[src/rtl/rxdma_pkg.sv]
// Package for the receive DMA channel: status word bit positions,
// descriptor word offsets and the channel state encoding.
package rxdma_pkg;

    localparam int ST_SOP_BIT = 31;
    localparam int ST_EOP_BIT = 30;
    localparam int ST_OWN_BIT = 29;
    localparam int ST_EOQ_BIT = 28;
    localparam int ST_ZB_BIT  = 23;
    localparam int LEN_W      = 16;

    localparam int DESC_WORDS   = 4;
    localparam int STATUS_OFFS  = 12;

    typedef enum logic [3:0] {
        CH_IDLE,
        CH_FETCH_REQ,
        CH_FETCH_WAIT,
        CH_STREAM,
        CH_LINK,
        CH_TRUNC,
        CH_END_CUR,
        CH_END_SOP,
        CH_DROP
    } ch_state_t;

endpackage

[src/rtl/rxdma_status_pack.sv]
// Builds a descriptor status word from its fields.
// Assumes: reserved positions are written as zero.
module rxdma_status_pack
    import rxdma_pkg::*;
(
    input  logic             sop_i,
    input  logic             eop_i,
    input  logic             own_i,
    input  logic             eoq_i,
    input  logic             zb_i,
    input  logic [LEN_W-1:0] len_i,
    output logic [31:0]      word_o
);

    // Place each field at its position; everything else is zero.
    always_comb begin
        word_o             = '0;
        word_o[ST_SOP_BIT] = sop_i;
        word_o[ST_EOP_BIT] = eop_i;
        word_o[ST_OWN_BIT] = own_i;
        word_o[ST_EOQ_BIT] = eoq_i;
        word_o[ST_ZB_BIT]  = zb_i;
        word_o[LEN_W-1:0]  = len_i;
    end

endmodule

[src/rtl/rxdma_byte_lane.sv]
// Steers one stream byte onto a 32-bit memory word.
// Assumes: little-endian lanes, byte address bits [1:0] select the lane.
module rxdma_byte_lane #(
    parameter int LANES = 4
) (
    input  logic [$clog2(LANES)-1:0] lane_i,
    input  logic [7:0]               byte_i,
    output logic [LANES-1:0]         be_o,
    output logic [8*LANES-1:0]       wdata_o
);

    genvar g;
    generate
        for (g = 0; g < LANES; g++) begin : g_lane
            // Replicate the byte and enable only the addressed lane.
            assign wdata_o[8*g +: 8] = byte_i;
            assign be_o[g]           = (lane_i == g);
        end
    endgenerate

endmodule

[src/rtl/rx_desc_dma.sv]
// Single receive DMA channel. Walks a descriptor chain from the queue
// head, stores stream bytes into the buffers, writes back status words
// and reports the first descriptor of each completed packet.
// Assumes: descriptors are 16-byte aligned, buffer sizes are nonzero,
// memory read data arrives one cycle after mem_rd_o, writes take effect
// at the clock edge that samples mem_wr_o.
module rx_desc_dma
    import rxdma_pkg::*;
#(
    parameter int AW = 16
) (
    input  logic          clk,
    input  logic          rst_n,
    input  logic          head_wr_i,
    input  logic [AW-1:0] head_ptr_i,
    input  logic          in_valid_i,
    input  logic [7:0]    in_data_i,
    input  logic          in_last_i,
    input  logic          in_zero_i,
    output logic          in_ready_o,
    output logic          mem_rd_o,
    output logic          mem_wr_o,
    output logic [AW-1:0] mem_addr_o,
    output logic [3:0]    mem_be_o,
    output logic [31:0]   mem_wdata_o,
    input  logic [31:0]   mem_rdata_i,
    output logic          cmpl_valid_o,
    output logic [AW-1:0] cmpl_ptr_o,
    output logic          starve_o
);

    localparam int IDX_W = $clog2(DESC_WORDS);
    localparam logic [AW-1:0] STAT_OFF = AW'(STATUS_OFFS);

    ch_state_t        state_q;
    logic [AW-1:0]    head_q, cur_q, sop_q, nxt_q, bptr_q, cmpl_q;
    logic [LEN_W-1:0] brem_q, plen_q;
    logic [IDX_W-1:0] idx_q;
    logic             is_sop_q, cmpl_v_q, starve_q;

    logic             accept, data_beat, last_word, eoq;
    logic [3:0]       lane_be;
    logic [31:0]      lane_data, cur_status, sop_status;
    logic             rdata_unused;

    assign rdata_unused = ^mem_rdata_i;
    assign in_ready_o   = (state_q == CH_STREAM) || (state_q == CH_TRUNC) ||
                          (state_q == CH_DROP);
    assign accept       = in_ready_o && in_valid_i;
    assign data_beat    = !(in_last_i && in_zero_i);
    assign last_word    = is_sop_q ? (idx_q == IDX_W'(3)) : (idx_q == IDX_W'(2));
    assign eoq          = (nxt_q == '0);

    rxdma_byte_lane #(.LANES(4)) u_lane (
        .lane_i  (bptr_q[1:0]),
        .byte_i  (in_data_i),
        .be_o    (lane_be),
        .wdata_o (lane_data)
    );

    rxdma_status_pack u_cur_stat (
        .sop_i  (is_sop_q),
        .eop_i  (1'b1),
        .own_i  (1'b0),
        .eoq_i  (eoq),
        .zb_i   (is_sop_q && (plen_q == '0)),
        .len_i  (is_sop_q ? plen_q : '0),
        .word_o (cur_status)
    );

    rxdma_status_pack u_sop_stat (
        .sop_i  (1'b1),
        .eop_i  (1'b0),
        .own_i  (1'b0),
        .eoq_i  (1'b0),
        .zb_i   (1'b0),
        .len_i  (plen_q),
        .word_o (sop_status)
    );

    // Memory port: one operation per cycle chosen by the channel state.
    always_comb begin
        mem_rd_o    = 1'b0;
        mem_wr_o    = 1'b0;
        mem_addr_o  = '0;
        mem_be_o    = 4'hF;
        mem_wdata_o = '0;
        case (state_q)
            CH_FETCH_REQ: begin
                mem_rd_o   = 1'b1;
                mem_addr_o = cur_q + {{(AW-IDX_W-2){1'b0}}, idx_q, 2'b00};
            end
            CH_STREAM: begin
                mem_wr_o    = accept && data_beat;
                mem_addr_o  = bptr_q;
                mem_be_o    = lane_be;
                mem_wdata_o = lane_data;
            end
            CH_LINK: begin
                mem_wr_o   = !is_sop_q;
                mem_addr_o = cur_q + STAT_OFF;
            end
            CH_END_CUR: begin
                mem_wr_o    = 1'b1;
                mem_addr_o  = cur_q + STAT_OFF;
                mem_wdata_o = cur_status;
            end
            CH_END_SOP: begin
                mem_wr_o    = 1'b1;
                mem_addr_o  = sop_q + STAT_OFF;
                mem_wdata_o = sop_status;
            end
            default: ;
        endcase
    end

    // Channel sequencer and scratch state.
    always_ff @(posedge clk) begin
        if (!rst_n) begin
            state_q  <= CH_IDLE;
            head_q   <= '0;
            cur_q    <= '0;
            sop_q    <= '0;
            nxt_q    <= '0;
            bptr_q   <= '0;
            cmpl_q   <= '0;
            brem_q   <= '0;
            plen_q   <= '0;
            idx_q    <= '0;
            is_sop_q <= 1'b0;
            cmpl_v_q <= 1'b0;
            starve_q <= 1'b0;
        end else begin
            cmpl_v_q <= 1'b0;
            starve_q <= 1'b0;
            case (state_q)
                CH_IDLE: begin
                    if (head_wr_i) begin
                        head_q <= head_ptr_i;
                    end else if (in_valid_i) begin
                        if (head_q == '0) begin
                            starve_q <= 1'b1;
                            state_q  <= CH_DROP;
                        end else begin
                            cur_q    <= head_q;
                            sop_q    <= head_q;
                            is_sop_q <= 1'b1;
                            idx_q    <= '0;
                            plen_q   <= '0;
                            state_q  <= CH_FETCH_REQ;
                        end
                    end
                end
                CH_FETCH_REQ: state_q <= CH_FETCH_WAIT;
                CH_FETCH_WAIT: begin
                    case (idx_q)
                        IDX_W'(0): nxt_q  <= mem_rdata_i[AW-1:0];
                        IDX_W'(1): bptr_q <= mem_rdata_i[AW-1:0];
                        IDX_W'(2): brem_q <= mem_rdata_i[LEN_W-1:0];
                        default: ;
                    endcase
                    if (!last_word) begin
                        idx_q   <= idx_q + 1'b1;
                        state_q <= CH_FETCH_REQ;
                    end else if (is_sop_q && !mem_rdata_i[ST_OWN_BIT]) begin
                        starve_q <= 1'b1;
                        state_q  <= CH_DROP;
                    end else begin
                        state_q <= CH_STREAM;
                    end
                end
                CH_STREAM: begin
                    if (accept) begin
                        if (data_beat) begin
                            bptr_q <= bptr_q + 1'b1;
                            brem_q <= brem_q - 1'b1;
                            plen_q <= plen_q + 1'b1;
                        end
                        if (in_last_i)
                            state_q <= CH_END_CUR;
                        else if (brem_q == LEN_W'(1))
                            state_q <= eoq ? CH_TRUNC : CH_LINK;
                    end
                end
                CH_LINK: begin
                    cur_q    <= nxt_q;
                    is_sop_q <= 1'b0;
                    idx_q    <= '0;
                    state_q  <= CH_FETCH_REQ;
                end
                CH_TRUNC: if (accept && in_last_i) state_q <= CH_END_CUR;
                CH_END_CUR: begin
                    if (is_sop_q) begin
                        head_q   <= nxt_q;
                        cmpl_q   <= sop_q;
                        cmpl_v_q <= 1'b1;
                        state_q  <= CH_IDLE;
                    end else begin
                        state_q <= CH_END_SOP;
                    end
                end
                CH_END_SOP: begin
                    head_q   <= nxt_q;
                    cmpl_q   <= sop_q;
                    cmpl_v_q <= 1'b1;
                    state_q  <= CH_IDLE;
                end
                CH_DROP: if (accept && in_last_i) state_q <= CH_IDLE;
                default: state_q <= CH_IDLE;
            endcase
        end
    end

    assign cmpl_valid_o = cmpl_v_q;
    assign cmpl_ptr_o   = cmpl_q;
    assign starve_o     = starve_q;

    AST_STARVE_ONE_CYCLE: assert property (@(posedge clk) disable iff (!rst_n)
        starve_o |=> !starve_o);
    AST_DROP_NO_WRITE: assert property (@(posedge clk) disable iff (!rst_n)
        (state_q == CH_DROP) |-> !mem_wr_o);
    AST_CMPL_AFTER_SOP_WRITE: assert property (@(posedge clk) disable iff (!rst_n)
        cmpl_valid_o |-> ($past(mem_wr_o) && ($past(mem_addr_o) == cmpl_ptr_o + STAT_OFF)));
    AST_NO_BUF_OVERRUN: assert property (@(posedge clk) disable iff (!rst_n)
        ((state_q == CH_STREAM) && mem_wr_o) |-> (brem_q != '0));
    AST_OWN_WRITTEN_CLEAR: assert property (@(posedge clk) disable iff (!rst_n)
        (mem_wr_o && (mem_be_o == 4'hF)) |-> !mem_wdata_o[ST_OWN_BIT]);
    AST_EMPTY_HAS_NO_LEN: assert property (@(posedge clk) disable iff (!rst_n)
        (mem_wr_o && (mem_be_o == 4'hF) && mem_wdata_o[ST_ZB_BIT]) |-> (mem_wdata_o[LEN_W-1:0] == '0));
    AST_EOQ_NEEDS_EOP: assert property (@(posedge clk) disable iff (!rst_n)
        (mem_wr_o && (mem_be_o == 4'hF) && mem_wdata_o[ST_EOQ_BIT]) |-> mem_wdata_o[ST_EOP_BIT]);

endmodule

[config.mk]
export PLATFORM = sky130hd
export DESIGN_NAME = rx_desc_dma
export DESIGN_NICKNAME = d
export VERILOG_FILES = /design/src/rtl/rxdma_pkg.sv /design/src/rtl/rxdma_status_pack.sv /design/src/rtl/rxdma_byte_lane.sv /design/src/rtl/rx_desc_dma.sv
export SDC_FILE = /design/constraint.sdc
export NUM_CORES = 1
export LEC_CHECK = 0
export BUFFER_PORTS_ARGS = -buffer_cell sky130_fd_sc_hd__buf_4
export CAP_MARGIN = 20
export CORE_UTILIZATION = 50
export CTS_CLUSTER_SIZE = 28
export DETAILED_ROUTE_END_ITERATION = 10
export GPL_TIMING_DRIVEN = 0
export MAX_ROUTING_LAYER = met4
export PLACE_DENSITY = 0.71
export SYNTH_ARGS = -nofsm -noshare
export SYNTH_HDL_FRONTEND = slang
export SYNTH_HIERARCHICAL = 1
export SYNTH_SLANG_ARGS = --single-unit
[constraint.sdc]
create_clock -name clk -period 2.9 [get_ports clk]
set_input_delay 0.29 -clock clk [delete_from_list [all_inputs] [get_ports clk]]
set_output_delay 0.29 -clock clk [all_outputs]
set_load 0.1 [all_outputs]
Yosys cells after proc, flatten, opt, wreduce, memory -nomap -nowiden --
Index checks and enable logic that the tools add are counted.
Storage, ports and cells: bits in registers 137, input bits 62, output and inout port bits 73
Operators by class: add/sub/neg operators 7, equality and inequality tests 28, multiplexer cells 60, bitwise gates (word level) 2, reduce and logical (&&, ||, !) cells 35
Operator list (count):
- $mux 16 | 18
- $pmux 16 s2 | 5
- $pmux 32 s3 | 1
- $pmux 16 s4 | 1
- $logic_not 16->1 | 3
- $pmux 16 s3 | 1
- $mux 4 | 11
- $add 16x1->16 const B | 2
- $add 16x4->16 const B | 2
- $pmux 4 s8 | 1
- $ne 2x2->1 const B | 9
- $add 16x4->16 | 1
- $eq 16x1->1 const B | 1
- $eq 4x3->1 const B | 4
- $reduce_and 4->1 | 4
- $sub 16x1->16 const B | 1
- $mux 1 | 12
- $reduce_and 6->1 | 2
- $eq 2x2->1 const B | 4
- $eq 4x2->1 const B | 2
- $mux 2 | 4
- $reduce_bool 2->1 | 4
- $logic_and 1x1->1 | 6
- $ne 2x1->1 const B | 3
- other kinds (19) | 30

Depth between registers and ports, before layout --
Gate-level depths: netlist of run 1.
depth after elaboration 7, mapped depth 10

Modules after synthesis --
Netlist of run 1, hierarchy kept.
Modules (own cells, without submodules):
- rx_desc_dma | instances 1, cells each 1081, area each 8414.3 um^2, sequential area each 2742.6 um^2
- rxdma_status_pack | instances 2, cells each 33, area each 244.0 um^2, sequential area each 0.0 um^2
- rxdma_byte_lane | instances 1, cells each 36, area each 266.5 um^2, sequential area each 0.0 um^2

Least setup slack after synthesis of run 1 --
Ideal clock, no wire load.
path type reg2out, start register state_q[3], end output mem_addr_o[10], data arrival time 5425 ps, setup slack -2815 ps, stages on the path, launching flop included 10, path buffers 3, path through dfxtp_1 > buf_2 > nand4b_4 > buf_2 > mux2i_1 > ha_1 > clkbuf_1 > o311ai_0 > o31ai_1 > o311ai_0
On the way: longest elaborated chain between the ends 3, elaborated cells between the ends (all ways) 7
RTL lines:
- start, declared | RTL line rx_desc_dma.sv:35 | ch_state_t state_q;
- start signal, assigned | RTL line rx_desc_dma.sv:182 | state_q <= eoq ? CH_TRUNC : CH_LINK;
- $eq 4x3->1 | RTL line rx_desc_dma.sv:88 | case (state_q)
- $reduce_or 2->1 (no source line)
- $pmux 16 s4 * | RTL line rx_desc_dma.sv:88
- end, declared | RTL line rx_desc_dma.sv:23 | output logic [AW-1:0] mem_addr_o,
Mark *: on every way between the ends. The rest lies on a longest branch, timed or not.

Final worst setup path of run 1 --
start register state_q[3], end output mem_addr_o[8]
Same word-level chain as after synthesis.

==> results.md, run 1 <==
- First-pass GRT wire length: 46860 µm
- Seq/Total Area, Yosys: 29.91%
- Total iterations of the first detailed-routing run: 6
- Post-synth EDFFs: 0
- FILL cells: 1603
- WL final: 31030 µm
- GPL Wtd Cong: 0.9629
- Fin. max-slew vios: 0
- Worst setup margin: -0.1688 ns
- PortBufs: 110
- GRT Residual Overflow: 0
- Actual slew at the worst max-slew pin: 0.7200 ns
- Tot GR Track Use: 33.81%
- Clk slew on worst S/H paths: 0.07 ns
- Clock Latency Late Sink: 0.44 ns
- Count of final setup violators: 22
- FF-to-FF setup slack: 0.18 ns
- Lkg Pwr: 5.078 nW
- Die area: 18880 µm²
- Layout cells sized above 1: 27.19%
- Syn. warnings: 6
- Crit path launch: state_q[3]
- Dpl ws: -0.1116 ns
- Avg Inst Size Synth: 7.750 µm²
- Antenna violations before repair: 0
- Failing checks: negative setup slack
- Die width: 137.4 µm
- Multi-input logic area: 5503 µm²
- Die Span Y: 137.4 µm
- N_diodes: 0
- Core area: 17960 µm²
- Final hold vios: 0
- Pwr Density: 549.7 nW/µm²
- Most common cell after layout, fill and taps aside: buf_4
- Rel. slew slack: 51.63%
- Critical Path AT: 2.78 ns
- Root Buffer: clkbuf_16
- FF+latch count, synth: 137
- DRC errors left: 0
- Post-synthesis async set-or-reset flop share: 0%
- Vias in the first global route: 8424
- R2R Path Start: head_q[8]
- RSZ-0062 raised after global routing: yes
- Post-detailed-route count of antenna-violating nets: 0
- Vias per inst: 5.932
- Clk_skew: 0.02209 ns
- Peak supply drop: 0.4880 mV
- P&R area growth vs syn: 26.04%
- Fin crit share: 105.8%
- Data required, critical path: 2.61 ns
- Post-layout min period: 3.069 ns
- Type of the worst min-delay path: input pin to flop
- Main synth FF type: dfxtp_1
- Dpl hpwl: 22860 µm
- Mapped cell area: 9169 µm²
- Gate Count Post-Synth: 1183
- Critical path startpoint category: flop
- Ports: 135
- Num rows: 49
- Status: complete, but fails checks
- Largest net degree at the start of global routing: 17
- Setup_tns: -1.228 ns
- TritonCTS clock tree: built
- Total CTS buffers: 17
- Setup Crit Path Kind: flop to primary output
- Most frequent cells in the layout: buf_4, dfxtp_1, nand2_1
- H-tree depth: 4
- # nets final: 1430
- Vias: 9474
- Clk sinks: 137
- CP Capture Type: primary output
- Crit-path max FO: 4
- F_max: 325.9 MHz
- Final Core Density: 64.33%
- Hold Path Origin: mem_rdata_i[3]
- Max-Cap Viols: 0
- Drt wl/cell: 19.43 µm
- Initial Util: 51.04%
- Longest Clk Path Bufs: 2
- Iter 0 DRT Violations: 1057
- Storage cell area: 2756 µm²
- Total Power: 6.352 mW
- Netlist cell types: 76
[path summary, 6_finish.rpt]
check,end,cells after the start
hold / removal,nxt_q[3],3
setup reg to reg,plen_q[9],7
setup / recovery,mem_addr_o[8],10
hold reg to reg,cmpl_ptr_o[15],2
[registers in the layout (all words and copies together) (netlist names)]
signal,count
cmpl_valid_o,1
cmpl_ptr_o,16
is_sop_q,1
idx_q,2
cur_q,16
brem_q,16
plen_q,16
nxt_q,16
sop_q,16
bptr_q,16
head_q,16
starve_o,1
state_q,4
[Yosys cell counts (8+ instances only)]
cell | count | area share (%)
and2_1 | 27 | 1.8
a21oi_1 | 76 | 4.1
dfxtp_1 | 137 | 30
a222oi_1 | 37 | 4.0
buf_4 | 102 | 8.4
ha_1 | 12 | 1.6
nor4_1 | 19 | 1.3
nand2_1 | 125 | 5.1
nand3_1 | 26 | 1.4
mux2i_1 | 60 | 6.6
a31oi_1 | 9 | 0.61
or3_1 | 9 | 0.61
nand4_1 | 14 | 0.96
and4_1 | 8 | 0.76
inv_1 | 52 | 2.1
nand2b_1 | 12 | 0.82
clkbuf_1 | 53 | 2.2
o21ai_0 | 50 | 2.7
buf_2 | 18 | 0.98
a211oi_1 | 36 | 2.9
nor3_1 | 15 | 0.82
o21a_1 | 8 | 0.66
a22oi_1 | 9 | 0.74
o31ai_1 | 8 | 0.66
nor2_1 | 110 | 4.5
xnor2_1 | 11 | 1.1
xor2_1 | 14 | 1.3
[metrics by stage]
stage | cells | hold slack, ns | cell area (µm²)
2_1_floorplan | 1208 | 0.4260 | 9393
3_3_place_gp | 1547 | 0.4461 | 10510
3_5_place_dp | 1547 | 0.4483 | 10510
4_1_cts | 1592 | 0.1144 | 11340
5_1_grt | 1597 | 0.1239 | 11560
6_report | 1597 | 0.1183 | 11560
[metal layers]
| metal | routed length (µm) | GRT usage, % |
|---|---|---|
| met5 | 0 | - |
| met4 | 851 | 11.97 |
| met3 | 2975 | 5.740 |
| met2 | 13860 | 50.42 |
| met1 | 13340 | 45.75 |
[power by group]
group          switching (mW)  leakage [nW]  internal [mW]
Combinational            1.26          3.67          0.667
Clock                   0.998         0.292           1.17
Sequential              0.223          1.11           2.03
[repair_timing]
action                                  in CTS  in global routing
buffers inserted                            17                  7
pin swaps                                    8                 12
hold buffers                                 0                  0
endpoints found under the setup margin      49                 32
resized for setup                           46                 51
[worst max-delay path, cell delays in order (launching register included)]
cell and delay [ns]:
dfxtp_4 0.35, buf_6 0.11, nand4b_4 0.20, buf_8 0.17, mux2i_4 0.19, ha_4 0.20, nor3b_4 0.18, xor2_1 0.14
a222oi_1 0.39, o41ai_4 0.18, buf_6 0.22
[cells by family after synthesis]
group,share of synthesized area [%]
DFF,29.91
buffers and inverters,14.04
xor gates and xnor gates,2.388
muxes,6.796
and+or+nand+nor,22.50
other,0.1637
AOI/OAI and AO/OA,22.34
adders and majority gates,1.856
[cell type report]
| class | instances | share of cell area, % |
|---|---|---|
| multi-input combinational | 838 | 47.62 |
| sequential | 137 | 23.85 |
| buffer | 174 | 9.874 |
| timing repair buffer | 134 | 9.355 |
| clock buffer | 18 | 3.800 |
| tap | 229 | 2.479 |
| inverter | 53 | 1.722 |
| clock inverter | 14 | 1.299 |
No activity file was read; power rests on OpenSTA's default activity.
==> run 2: changes to the inputs <==
--- a/config.mk
+++ b/config.mk
@@ -7,12 +7,13 @@
 export LEC_CHECK = 0
 export BUFFER_PORTS_ARGS = -buffer_cell sky130_fd_sc_hd__buf_4
 export CAP_MARGIN = 20
+export CORE_MARGIN = 8
 export CORE_UTILIZATION = 50
 export CTS_CLUSTER_SIZE = 28
 export DETAILED_ROUTE_END_ITERATION = 10
-export GPL_TIMING_DRIVEN = 0
 export MAX_ROUTING_LAYER = met4
 export PLACE_DENSITY = 0.71
+export RECOVER_POWER = 100
 export SYNTH_ARGS = -nofsm -noshare
 export SYNTH_HDL_FRONTEND = slang
 export SYNTH_HIERARCHICAL = 1
==> run 2 against run 1 <==
Against the previous run: the flow now finishes without violations; sequential power about the same; sequential share of layout area is 2.2 points higher; setup slack improved by 0.23 ns; clock power is 9.7% higher; largest power group is now the clock network.
==> results.md, run 2 (synthesis results as in run 1) <==
- Layout cells sized above 1: 19.40% (-7.8 points)
- Fin crit share: 97.94% (-7.9 points)
- Clk_skew: 0.006905 ns (-0.01519 ns)
- N_diodes: 0 (unchanged)
- Hold Path Origin: mem_rdata_i[4]
- Dpl hpwl: 19910 µm (-13%)
- Data required, critical path: 2.61 ns (about the same)
- WL final: 27520 µm (-11%)
- Tot GR Track Use: 24.09% (-9.7 points)
- Core area: 17960 µm² (unchanged)
- R2R depth: 6 (-1)
- TritonCTS clock tree: built
- Root Buffer: clkbuf_16
- Hold worst-path end: nxt_q[4]
- Vias per inst: 5.994 (+1.0%)
- Clk slew on worst S/H paths: 0.06 ns (about the same)
- Drt wl/cell: 18.84 µm (-3.0%)
- Post-layout instance area: 10580 µm² (-8.4%)
- Pwr Density: 601.8 nW/µm² (+9.5%)
- Final hold vios: 0 (unchanged)
- Critical Path AT: 2.55 ns (-0.23 ns)
- FF-to-FF setup slack: 0.40 ns (+0.22 ns)
- DRC errors left: 0 (unchanged)
- Hold path depth: 3 (unchanged)
- Area after DPL: 9769 µm² (-7.0%)
- Status: completed
- Die width: 151.4 µm (+10%)
- Clk sinks: 137 (unchanged)
- First-pass GRT wire length: 42430 µm (-9.5%)
- CP delay by family, top: compound AO/OA/AOI/OAI gates
- Die area: 22930 µm² (+21%)
- Lkg Pwr: 4.415 nW (-13%)
- Most common cell after layout, fill and taps aside: buf_4
- Num rows: 49 (unchanged)
- Initial Util: 51.04% (unchanged)
- Die Span Y: 151.4 µm (+10%)
- CP Capture Type: primary output
- Fin. max-slew vios: 0 (unchanged)
- Critical path startpoint category: flop
- Post-layout min period: 2.840 ns (-0.2285 ns)
- Vias: 8757 (-7.6%)
- Max-Cap Viols: 0 (unchanged)
- Actual slew at the worst max-slew pin: 1.175 ns (+0.4545 ns)
- Antenna violations before repair: 0 (unchanged)
- Vias in the first global route: 8021 (-4.8%)
- GPL Wtd Cong: 0.9473 (-1.6%)
- Type of the worst min-delay path: input pin to flop
- Slowest stage delay, CP: 0.46 ns (+0.07 ns)
- Final Core Density: 58.91% (-5.4 points)
- GRT Residual Overflow: 0 (unchanged)
- Crit-path max FO: 5 (+1)
- Clock Latency Late Sink: 0.43 ns (about the same)
- # nets final: 1294 (-9.5%)
- Slowest CP cell: a222oi_1
- P&R area growth vs syn: 15.42%
- Rel. slew slack: 22.03% (-30 points)
- H-tree depth: 4 (unchanged)
- Total CTS buffers: 17 (unchanged)
- RSZ-0062 raised after global routing: no
- Longest Clk Path Bufs: 2 (unchanged)
- Total Power: 6.369 mW (+0.27%)
- PortBufs: 119 (+8.2%)
- Hold Slack: 0.1247 ns (+0.006393 ns)
- F_max: 352.1 MHz (+8.0%)
- Total iterations of the first detailed-routing run: 8 (+2)
- Largest net degree at the start of global routing: 90 (+73)
- Most frequent cells in the layout: buf_4, dfxtp_1, nand2_1
- Peak supply drop: 0.3957 mV (-19%)
- RR Endpoint: plen_q[10]
- Iter 0 DRT Violations: 926 (-12%)
- Post-detailed-route count of antenna-violating nets: 0 (unchanged)
- Ports: 135 (unchanged)
- R2R Path Start: head_q[1]
- Worst-path cell chain: ha_4, fa_2, nand4_1, nor2_1, xor2_1, a222oi_1, o41ai_4, buf_6
- WP buf/inv: 1 (-2)
- Setup Crit Path Kind: flop to primary output
- Count of final setup violators: 0 (-100%)
==> run 2: report_power, final <==
part	switching, mW	internal (mW)	leakage, nW
registers	0.204	2.03	1.11
clock network	0.916	1.46	0.308
logic	1.18	0.581	2.99
==> run 2: worst max-delay path by stage <==
stage / depth (start not counted) / from / to / slack (ns)
after global routing: 8 / idx_q[0] / mem_addr_o[8] / 0.002
after floorplan: 9 / state_q[3] / mem_addr_o[10] / -0.05
after CTS: 6 / cur_q[8] / mem_addr_o[12] / 0.002
after global placement: 7 / state_q[3] / mem_addr_o[14] / 0.23
after detailed placement: 7 / state_q[3] / mem_addr_o[14] / 0.18
final: 8 / idx_q[0] / mem_addr_o[8] / 0.06
==> run 2: layout make-up <==
| cell class | instances | area, µm² |
|---|---|---|
| Tap cell | 229 | 286.5 |
| Inverter | 53 | 202.7 |
| Clock inverter | 14 | 209.0 |
| Sequential cell | 137 | 2755 |
| Fill cell | 1644 | 7381 |
| Timing Repair Buffer | 172 | 1303 |
| Multi-Input combinational cell | 838 | 5398 |
| Clock buffer | 18 | 429.2 |
==> run 2: timing repair <==
item / 4_1_cts / 5_1_grt
gates resized for setup: 16 / 16
setup buffers: 5 / 13
hold buffers: 0 / 0
setup endpoints to repair: 8 / 13
pin swaps: 5 / 7
==> run 2: through the flow <==
step | setup slack (ns) | std cells | setup TNS (ns)
final | 0.05969 | 1461 | 0
after global routing | 0.001761 | 1461 | 0
after CTS | 0.002471 | 1448 | 0
after detailed placement | 0.1822 | 1411 | 0
after global placement | 0.2296 | 1411 | 0
after floorplan | -0.05377 | 1208 | -0.05377
==> run 2: worst min-delay path, stage by stage <==
cell and delay, ns:
buf_4 0.12, nand2_1 0.05, a21oi_1 0.05
==> run 2: metal layers <==
metal	wire [µm]	global-route usage, %	vias up
li1	-	-	4224
met2	12480	36.53	378
met3	2277	3.705	51
met4	639	7.818	0
met1	12130	32.23	4104
met5	0	-	-
